File: src/rtl/synth_ctrl_pkg.sv
package synth_ctrl_pkg;
  localparam int CTRL_W   = 32;
  localparam int BYTE_W   = 8;
  localparam int FLAG_POS = 24;

  // Bit positions decoded by the sweep and accumulator logic
  localparam int POS_RAMP_RELOAD = 23;
  localparam int POS_FREQ_AUTO   = 22;
  localparam int POS_PHASE_AUTO  = 21;
  localparam int POS_SINE        = 20;
  localparam int POS_FREQ_HOLD   = 19;
  localparam int POS_PHASE_HOLD  = 18;
  localparam int AUX_W           = 16;

  // Writable mask: mode bits 23:18 and the low auxiliary field
  function automatic logic [CTRL_W-1:0] writable_mask();
    logic [CTRL_W-1:0] m;
    m = '0;
    for (int i = POS_PHASE_HOLD; i <= POS_RAMP_RELOAD; i++) m[i] = 1'b1;
    for (int i = 0; i < AUX_W; i++) m[i] = 1'b1;
    return m;
  endfunction

  localparam logic [CTRL_W-1:0] WR_MASK_DEFAULT = writable_mask();
endpackage

File: src/rtl/scr_byte_collect.sv
module scr_byte_collect #(
  parameter int CTRL_W = 32,
  parameter int BYTE_W = 8
) (
  input  logic              clk,
  input  logic              rst,
  input  logic              wr_en,
  input  logic [BYTE_W-1:0] wr_byte,
  output logic              commit,
  output logic [CTRL_W-1:0] word
);
  localparam int NUM_BYTES = CTRL_W / BYTE_W;
  localparam int CNT_W     = (NUM_BYTES > 2) ? $clog2(NUM_BYTES) : 1;
  localparam int HOLD_W    = CTRL_W - BYTE_W;
  localparam logic [CNT_W-1:0] LAST = CNT_W'(NUM_BYTES - 1);

  logic [CNT_W-1:0]  cnt_q;
  logic [HOLD_W-1:0] hold_q;

  // Counter restarts whenever the enable drops, discarding a partial word
  always_ff @(posedge clk) begin
    if (rst || !wr_en) cnt_q <= '0;
    else if (cnt_q == LAST) cnt_q <= '0;
    else cnt_q <= cnt_q + 1'b1;
  end

  generate
    if (HOLD_W > BYTE_W) begin : g_shift_wide
      always_ff @(posedge clk) begin
        if (rst) hold_q <= '0;
        else if (wr_en) hold_q <= {hold_q[HOLD_W-BYTE_W-1:0], wr_byte};
      end
    end else begin : g_shift_narrow
      always_ff @(posedge clk) begin
        if (rst) hold_q <= '0;
        else if (wr_en) hold_q <= wr_byte[HOLD_W-1:0];
      end
    end
  endgenerate

  assign commit = wr_en && (cnt_q == LAST);
  assign word   = {hold_q, wr_byte};
endmodule

File: src/rtl/scr_mode_store.sv
module scr_mode_store #(
  parameter int                CTRL_W  = 32,
  parameter logic [CTRL_W-1:0] WR_MASK = '0
) (
  input  logic              clk,
  input  logic              rst,
  input  logic              commit,
  input  logic [CTRL_W-1:0] word,
  output logic [CTRL_W-1:0] ctrl_q
);
  // One flop per writable bit; unused and read-only positions are tied low
  for (genvar g = 0; g < CTRL_W; g++) begin : g_bit
    if (WR_MASK[g]) begin : g_rw
      always_ff @(posedge clk) begin
        if (rst) ctrl_q[g] <= 1'b0;
        else if (commit) ctrl_q[g] <= word[g];
      end
    end else begin : g_zero
      assign ctrl_q[g] = 1'b0;
    end
  end
endmodule

File: src/rtl/scr_lock_flag.sv
module scr_lock_flag (
  input  logic clk,
  input  logic rst,
  input  logic sync_mode,
  input  logic unlocked,
  input  logic rd_clear,
  output logic flag_q
);
  logic event_now;
  assign event_now = sync_mode && unlocked;

  // A fresh event wins over a clearing read in the same cycle
  always_ff @(posedge clk) begin
    if (rst) flag_q <= 1'b0;
    else flag_q <= (flag_q && !rd_clear) || event_now;
  end
endmodule

File: src/rtl/synth_ctrl_reg.sv
module synth_ctrl_reg
  import synth_ctrl_pkg::*;
#(
  parameter logic [CTRL_W-1:0] WR_MASK = WR_MASK_DEFAULT
) (
  input  logic              clk,
  input  logic              rst,
  input  logic              wr_en,
  input  logic [BYTE_W-1:0] wr_byte,
  input  logic              rd_strobe,
  input  logic              sync_mode,
  input  logic              unlocked,
  output logic              rd_valid,
  output logic [CTRL_W-1:0] rd_data,
  output logic              ramp_reload_upd,
  output logic              freq_acc_autoclr,
  output logic              phase_acc_autoclr,
  output logic              sine_select,
  output logic              freq_acc_hold,
  output logic              phase_acc_hold,
  output logic [AUX_W-1:0]  aux_mode
);
  localparam logic [CTRL_W-1:0] STORE_MASK = WR_MASK & ~(CTRL_W'(1) << FLAG_POS);

  logic              commit;
  logic [CTRL_W-1:0] word;
  logic [CTRL_W-1:0] ctrl_q;
  logic              lock_flag_q;
  logic [CTRL_W-1:0] rd_word;

  scr_byte_collect #(.CTRL_W(CTRL_W), .BYTE_W(BYTE_W)) u_collect (
    .clk(clk), .rst(rst), .wr_en(wr_en), .wr_byte(wr_byte),
    .commit(commit), .word(word)
  );

  scr_mode_store #(.CTRL_W(CTRL_W), .WR_MASK(STORE_MASK)) u_store (
    .clk(clk), .rst(rst), .commit(commit), .word(word), .ctrl_q(ctrl_q)
  );

  scr_lock_flag u_flag (
    .clk(clk), .rst(rst), .sync_mode(sync_mode), .unlocked(unlocked),
    .rd_clear(rd_strobe), .flag_q(lock_flag_q)
  );

  always_comb begin
    rd_word           = ctrl_q;
    rd_word[FLAG_POS] = lock_flag_q;
  end

  always_ff @(posedge clk) begin
    if (rst) begin
      rd_valid <= 1'b0;
      rd_data  <= '0;
    end else begin
      rd_valid <= rd_strobe;
      if (rd_strobe) rd_data <= rd_word;
    end
  end

  assign ramp_reload_upd   = ctrl_q[POS_RAMP_RELOAD];
  assign freq_acc_autoclr  = ctrl_q[POS_FREQ_AUTO];
  assign phase_acc_autoclr = ctrl_q[POS_PHASE_AUTO];
  assign sine_select       = ctrl_q[POS_SINE];
  assign freq_acc_hold     = ctrl_q[POS_FREQ_HOLD];
  assign phase_acc_hold    = ctrl_q[POS_PHASE_HOLD];
  assign aux_mode          = ctrl_q[AUX_W-1:0];
endmodule

File: config.mk
export PLATFORM = sky130hd
export DESIGN_NAME = synth_ctrl_reg
export DESIGN_NICKNAME = d
export VERILOG_FILES = /design/src/rtl/synth_ctrl_pkg.sv /design/src/rtl/scr_byte_collect.sv /design/src/rtl/scr_mode_store.sv /design/src/rtl/scr_lock_flag.sv /design/src/rtl/synth_ctrl_reg.sv
export SDC_FILE = /design/constraint.sdc
export NUM_CORES = 1
export LEC_CHECK = 0
export ABC_AREA = 1
export BUFFER_PORTS_ARGS = -buffer_cell sky130_fd_sc_hd__buf_2
export CAP_MARGIN = 30
export CELL_PAD_IN_SITES_DETAIL_PLACEMENT = 0
export CELL_PAD_IN_SITES_GLOBAL_PLACEMENT = 1
export CORE_MARGIN = 5
export CORE_UTILIZATION = 36
export DETAILED_ROUTE_END_ITERATION = 8
export GPL_TIMING_DRIVEN = 0
export PLACE_DENSITY = 0.81
export SYNTH_ARGS = -nofsm -noshare
export SYNTH_HDL_FRONTEND = slang
export SYNTH_SLANG_ARGS = --single-unit
File: constraint.sdc
create_clock -name clk -period 1.4 [get_ports clk]
set_clock_uncertainty 0.1 [all_clocks]
set_input_delay 0.28 -clock clk [delete_from_list [all_inputs] [get_ports clk]]
set_output_delay 0.28 -clock clk [all_outputs]
set_load 0.03 [all_outputs]
* Yosys cells after proc, flatten, opt, wreduce, memory -nomap -nowiden
Index checks and enable logic that the tools add are counted.
Widths: inputs -> output; s select.
** Storage, ports and cells
- Register bits :: 65
- Latch bits :: 0
- RAM bits :: 0
- Bits in read-only memories :: 0
- Bits of input ports :: 14
- Output and inout bits :: 55
- Word-level logic and storage cells :: 37
- Memories :: 0
** Cells by class
- Add/subtract/negate cells :: 1
- Multiply operators :: 0
- Divide/modulo/power cells :: 0
- Order comparisons :: 0
- Equality and inequality tests :: 1
- Shift operators :: 0
- Mux-type cells :: 0
- Bitwise gates (word level) :: 0
- Reductions and logical operators :: 8
** Operators by type and width (count)
- $logic_and 1x1->1 :: 3
- $add 2x1->2 const B :: 1
- $eq 2x2->1 const B :: 1
- $logic_not 1->1 :: 2
- $logic_or 1x1->1 :: 2
- $reduce_or 2->1 :: 1

* Depth between registers and ports, before layout
- Word-level depth :: 3
- Depth in mapped cells :: 6

* Cells and area by module
From an unflattened synthesis, not the netlist that was laid out.
** Unflattened totals
- Cells, all modules :: 533
- Area, all modules :: 3557.2 µm²
** Modules (own cells, without submodules)
- synth_ctrl_reg :: instances 1, cells each 206, area an instance 1352.5 µm²
- scr_byte_collect :: instances 1, cells each 171, area an instance 1162.4 µm²
- scr_mode_store :: instances 1, cells each 151, area an instance 1002.2 µm²
- scr_lock_flag :: instances 1, cells each 5, area an instance 40.0 µm²

* Worst setup path after synthesis
No wires, ideal clock.
- Path type :: reg-to-reg
- Start :: reg u_collect.cnt_q[0]
- End :: reg u_store.ctrl_q[14]
- Setup time :: 0.113 ns
- Data arrival time :: 0.919 ns
- Setup slack :: 0.268 ns
- Stages on the path, launching flop included :: 6
- Path buffers :: 1
- Period minus slack after synthesis :: 1.132 ns
- Cell sequence :: dfxtp_1 > ha_1 > nand2_2 > buf_4 > nor2_1 > nor2_1
** On the way
- Longest elaborated chain between the ends :: 2
** Ends and longest elaborated chain
- start, declared :: RTL line scr_byte_collect.sv:17 : logic [CNT_W-1:0] cnt_q;
- start signal, assigned :: RTL line scr_byte_collect.sv:24 : else cnt_q <= cnt_q + 1'b1;
- $eq 2x2->1 :: RTL line scr_byte_collect.sv:41 : assign commit = wr_en && (cnt_q == LAST);
- $logic_and 1x1->1 :: RTL line scr_byte_collect.sv:41
- end signal, assigned by index :: RTL line scr_mode_store.sv:16 : else if (commit) ctrl_q[g] <= word[g];
- end, declared :: RTL line scr_mode_store.sv:9 : output logic [CTRL_W-1:0] ctrl_q
No other way between the ends.
A chain may end at the register's enable or synchronous reset.

* Worst setup path after layout
- Start :: reg u_collect.cnt_q[0]
- End :: reg u_store.ctrl_q[10]
The elaborated chain is that of the path after synthesis.

==> impl_metrics.tcl <==
set metrics [dict create \
    status "finished, final reports clean" \
    synth.top_cell.area_share_pct 52.6 \
    p_per_area_mw_per_mm2 1290 \
    route.met2.wl_um 2460 \
    netSwitchingPower_mw 0.973 \
    setup_viol 0 \
    gr-total-overflow 0 \
    drt_first_pass_iters 4 \
    diodes 0 \
    wl_per_cell_um 11.9 \
    yosys.area.top_type "dfxtp_1" \
    grt_usage_pct 14.8 \
    io_pins 69 \
    internal_power_mw 2.94 \
    area_growth_pct 26.1 \
    cts_tree "yes" \
    synth_seq_cells 63 \
    ys_seq_area_share_pct 52.6 \
    combPwrFrac_pct 9.7 \
    cp_num_buf_inv 1 \
    drt_wl_total_um 5760 \
    fmax_mhz 757 \
    clockPowerShare_pct 41.9 \
    final_util_pct 47.1 \
    die_x_um 91.6 \
    ys.flop_type "dfxtp_1" \
    max_cap_viol_count 0 \
    crit_path_cell_trace "ha_1 -> nand2_2 -> buf_4 -> nor2_1 -> nor2_1" \
    num_vias 2108 \
    cp_data_required_time_ps 1520 \
    tns_ps 0 \
    io_buffer_count 58 \
    critPathLaunchType "register" \
    crit_type "register to register" \
    dr.first_iter.drc_count 70 \
    mostFrequentLayoutCell "nor2_1" \
    drc_errors 0 \
    synth_async_sr_flop_share_pct 0 \
    cts_sinks 63 \
    cts_max_level 3 \
    end_kind "register" \
    yosys_warnings 0 \
    dp_hpwl_um 4160 \
    clk_path_buf_depth 2 \
    antenna_found_initial 0 \
    cts_resized 0 \
    layout-drive-gt1-share_pct 24.5 \
    rows 29 \
    switching_share_pct 24.9 \
    synth_edf_count 0 \
    layout_common_cells "100 x nor2_1, 64 x buf_2, 63 x dfxtp_1" \
    fillers 674 \
    post-cts-setup-buffers 0 \
    syn-mean-instance-area_um2 7.36 \
    synth_area_leaders "dfxtp_1 53%, nor2_1 16%, nand2_1 8.9%, o21ai_0 6.0%, buf_4 4.4%" \
    postSynthCellCount 326 \
    cpMostUsedCell "nor2_1" \
    cts_root_buf "clkbuf_8" \
    clk-insertion-delay-late_ps 330 \
    fin_crit_sh_pct 94.4 \
    cpPeakStageDelay_ps 340 \
    grt_max_degree 11 \
    finalPower_mw 3.91 \
    grt_pass1_vias 2075 \
    rsz0062_at_grt "no" \
    numCtsBuffers 9 \
    cts.clk_slew.worst_paths_ps 60 \
    ff_latch_area_mm2 0.00126 \
    synth_area_mm2 0.00240 \
    ys_types 16 \
    top_layer_used "met4" \
    grt_pass1_wl_um 9800 \
    slew_violations 0 \
    crit_family "flip-flops" \
    critPathMaxFanout 10 \
    vias_per_cell 4.35 \
    gp_congestion 0.773 \
    hp-class "input pin to register" \
    start_util_pct 37.4 \
    routedLengthMet1_um 2820 \
    arrival_ps 1440 \
    nets 418 \
    die_h_um 91.6 \
    multi_input_area_um2 892 \
    hold_buffers 0 \
    final.min_clock_period_ps 1320 \
    die_area_mm2 0.00840 \
    core_area_mm2 0.00642 \
    pwr-share-seq_pct 48.4 \
    hold_viol 0 \
    routed-wl-met3_um 322 \
    peakVddDrop_mv 0.510 \
    cpMaxStageDelayCell "dfxtp_1" \
    ant_nets 0 \
    p_leak_nw 1.62 \
]
## cell families after synthesis
kind of cell,count (synthesis),synth area share [%]
and+or+nand+nor,164,26.1
DFF,63,52.6
buffers and inverters,53,11.5
AOI/OAI and AO/OA,44,9.18
adders and majority gates,1,0.521
other,1,0.156
## metrics by stage
step	setup WS [ps]	hold slack, ps	cells	cell area (um^2)
after global placement	109	305	469	2820
after detailed placement	43.4	330	469	2820
final	78.4	89.9	485	3030
after global routing	0.722	94.6	485	3030
after floorplan	268	297	334	2430
after CTS	61.2	68.4	485	3030
## flip-flops by register name, summed over array words and instances, names as in the netlist
register          cells
u_flag.flag_q         1
u_store.ctrl_q       22
u_collect.cnt_q       2
rd_valid              1
rd_data              23
u_collect.hold_q     14
## worst paths after layout
kind	endpoint	cells after the start	slack [ps]	startpoint
hold / removal	u_flag.flag_q	3	90	unlocked
setup reg to reg	u_store.ctrl_q[10]	5	80	u_collect.cnt_q[0]
setup / recovery	u_store.ctrl_q[10]	5	80	u_collect.cnt_q[0]
hold reg to reg	u_collect.cnt_q[0]	1	330	u_collect.cnt_q[0]
## cell usage after synthesis (2+ instances only)
master,n
nand2_1,57
buf_2,6
a21oi_1,15
clkbuf_1,3
dfxtp_1,63
nor2_1,100
o21ai_0,29
inv_2,2
buf_6,2
nand3_1,6
clkbuf_2,2
buf_4,14
inv_1,24
## layer usage
layer / global-route usage (%) / vias to the layer above
met5: 0 / -
met4: 9.55 / 0
met3: 4.09 / 12
met2: 22.5 / 54
met1: 18.3 / 906
li1: - / 1136
## area by class of cell
type | instances | area share, %
repair buffers | 58 | 9.59
flip-flops and latches | 63 | 41.7
multi-input cells | 218 | 29.5
plain buffers | 27 | 5.91
clock inverters | 3 | 1.32
inverters | 26 | 3.23
clock buffers | 13 | 5.58
well taps | 77 | 3.18
## worst register-to-register path: stages (launching register included)
cell and delay (ps):
dfxtp_1 340, ha_1 250, nand2_2 140, buf_4 190, nor2_1 140, nor2_1 60
## power by group through the flow
stage               Combinational (mW)  Sequential [mW]  Clock [mW]
floorplan                        0.198             2.01           0
global placement                 0.380             1.93           0
detailed placement               0.384             1.93           0
CTS                              0.386             1.89        1.68
global route                     0.426             1.90        1.75
finish                           0.381             1.89        1.64
(Power assumes the default switching activity.)
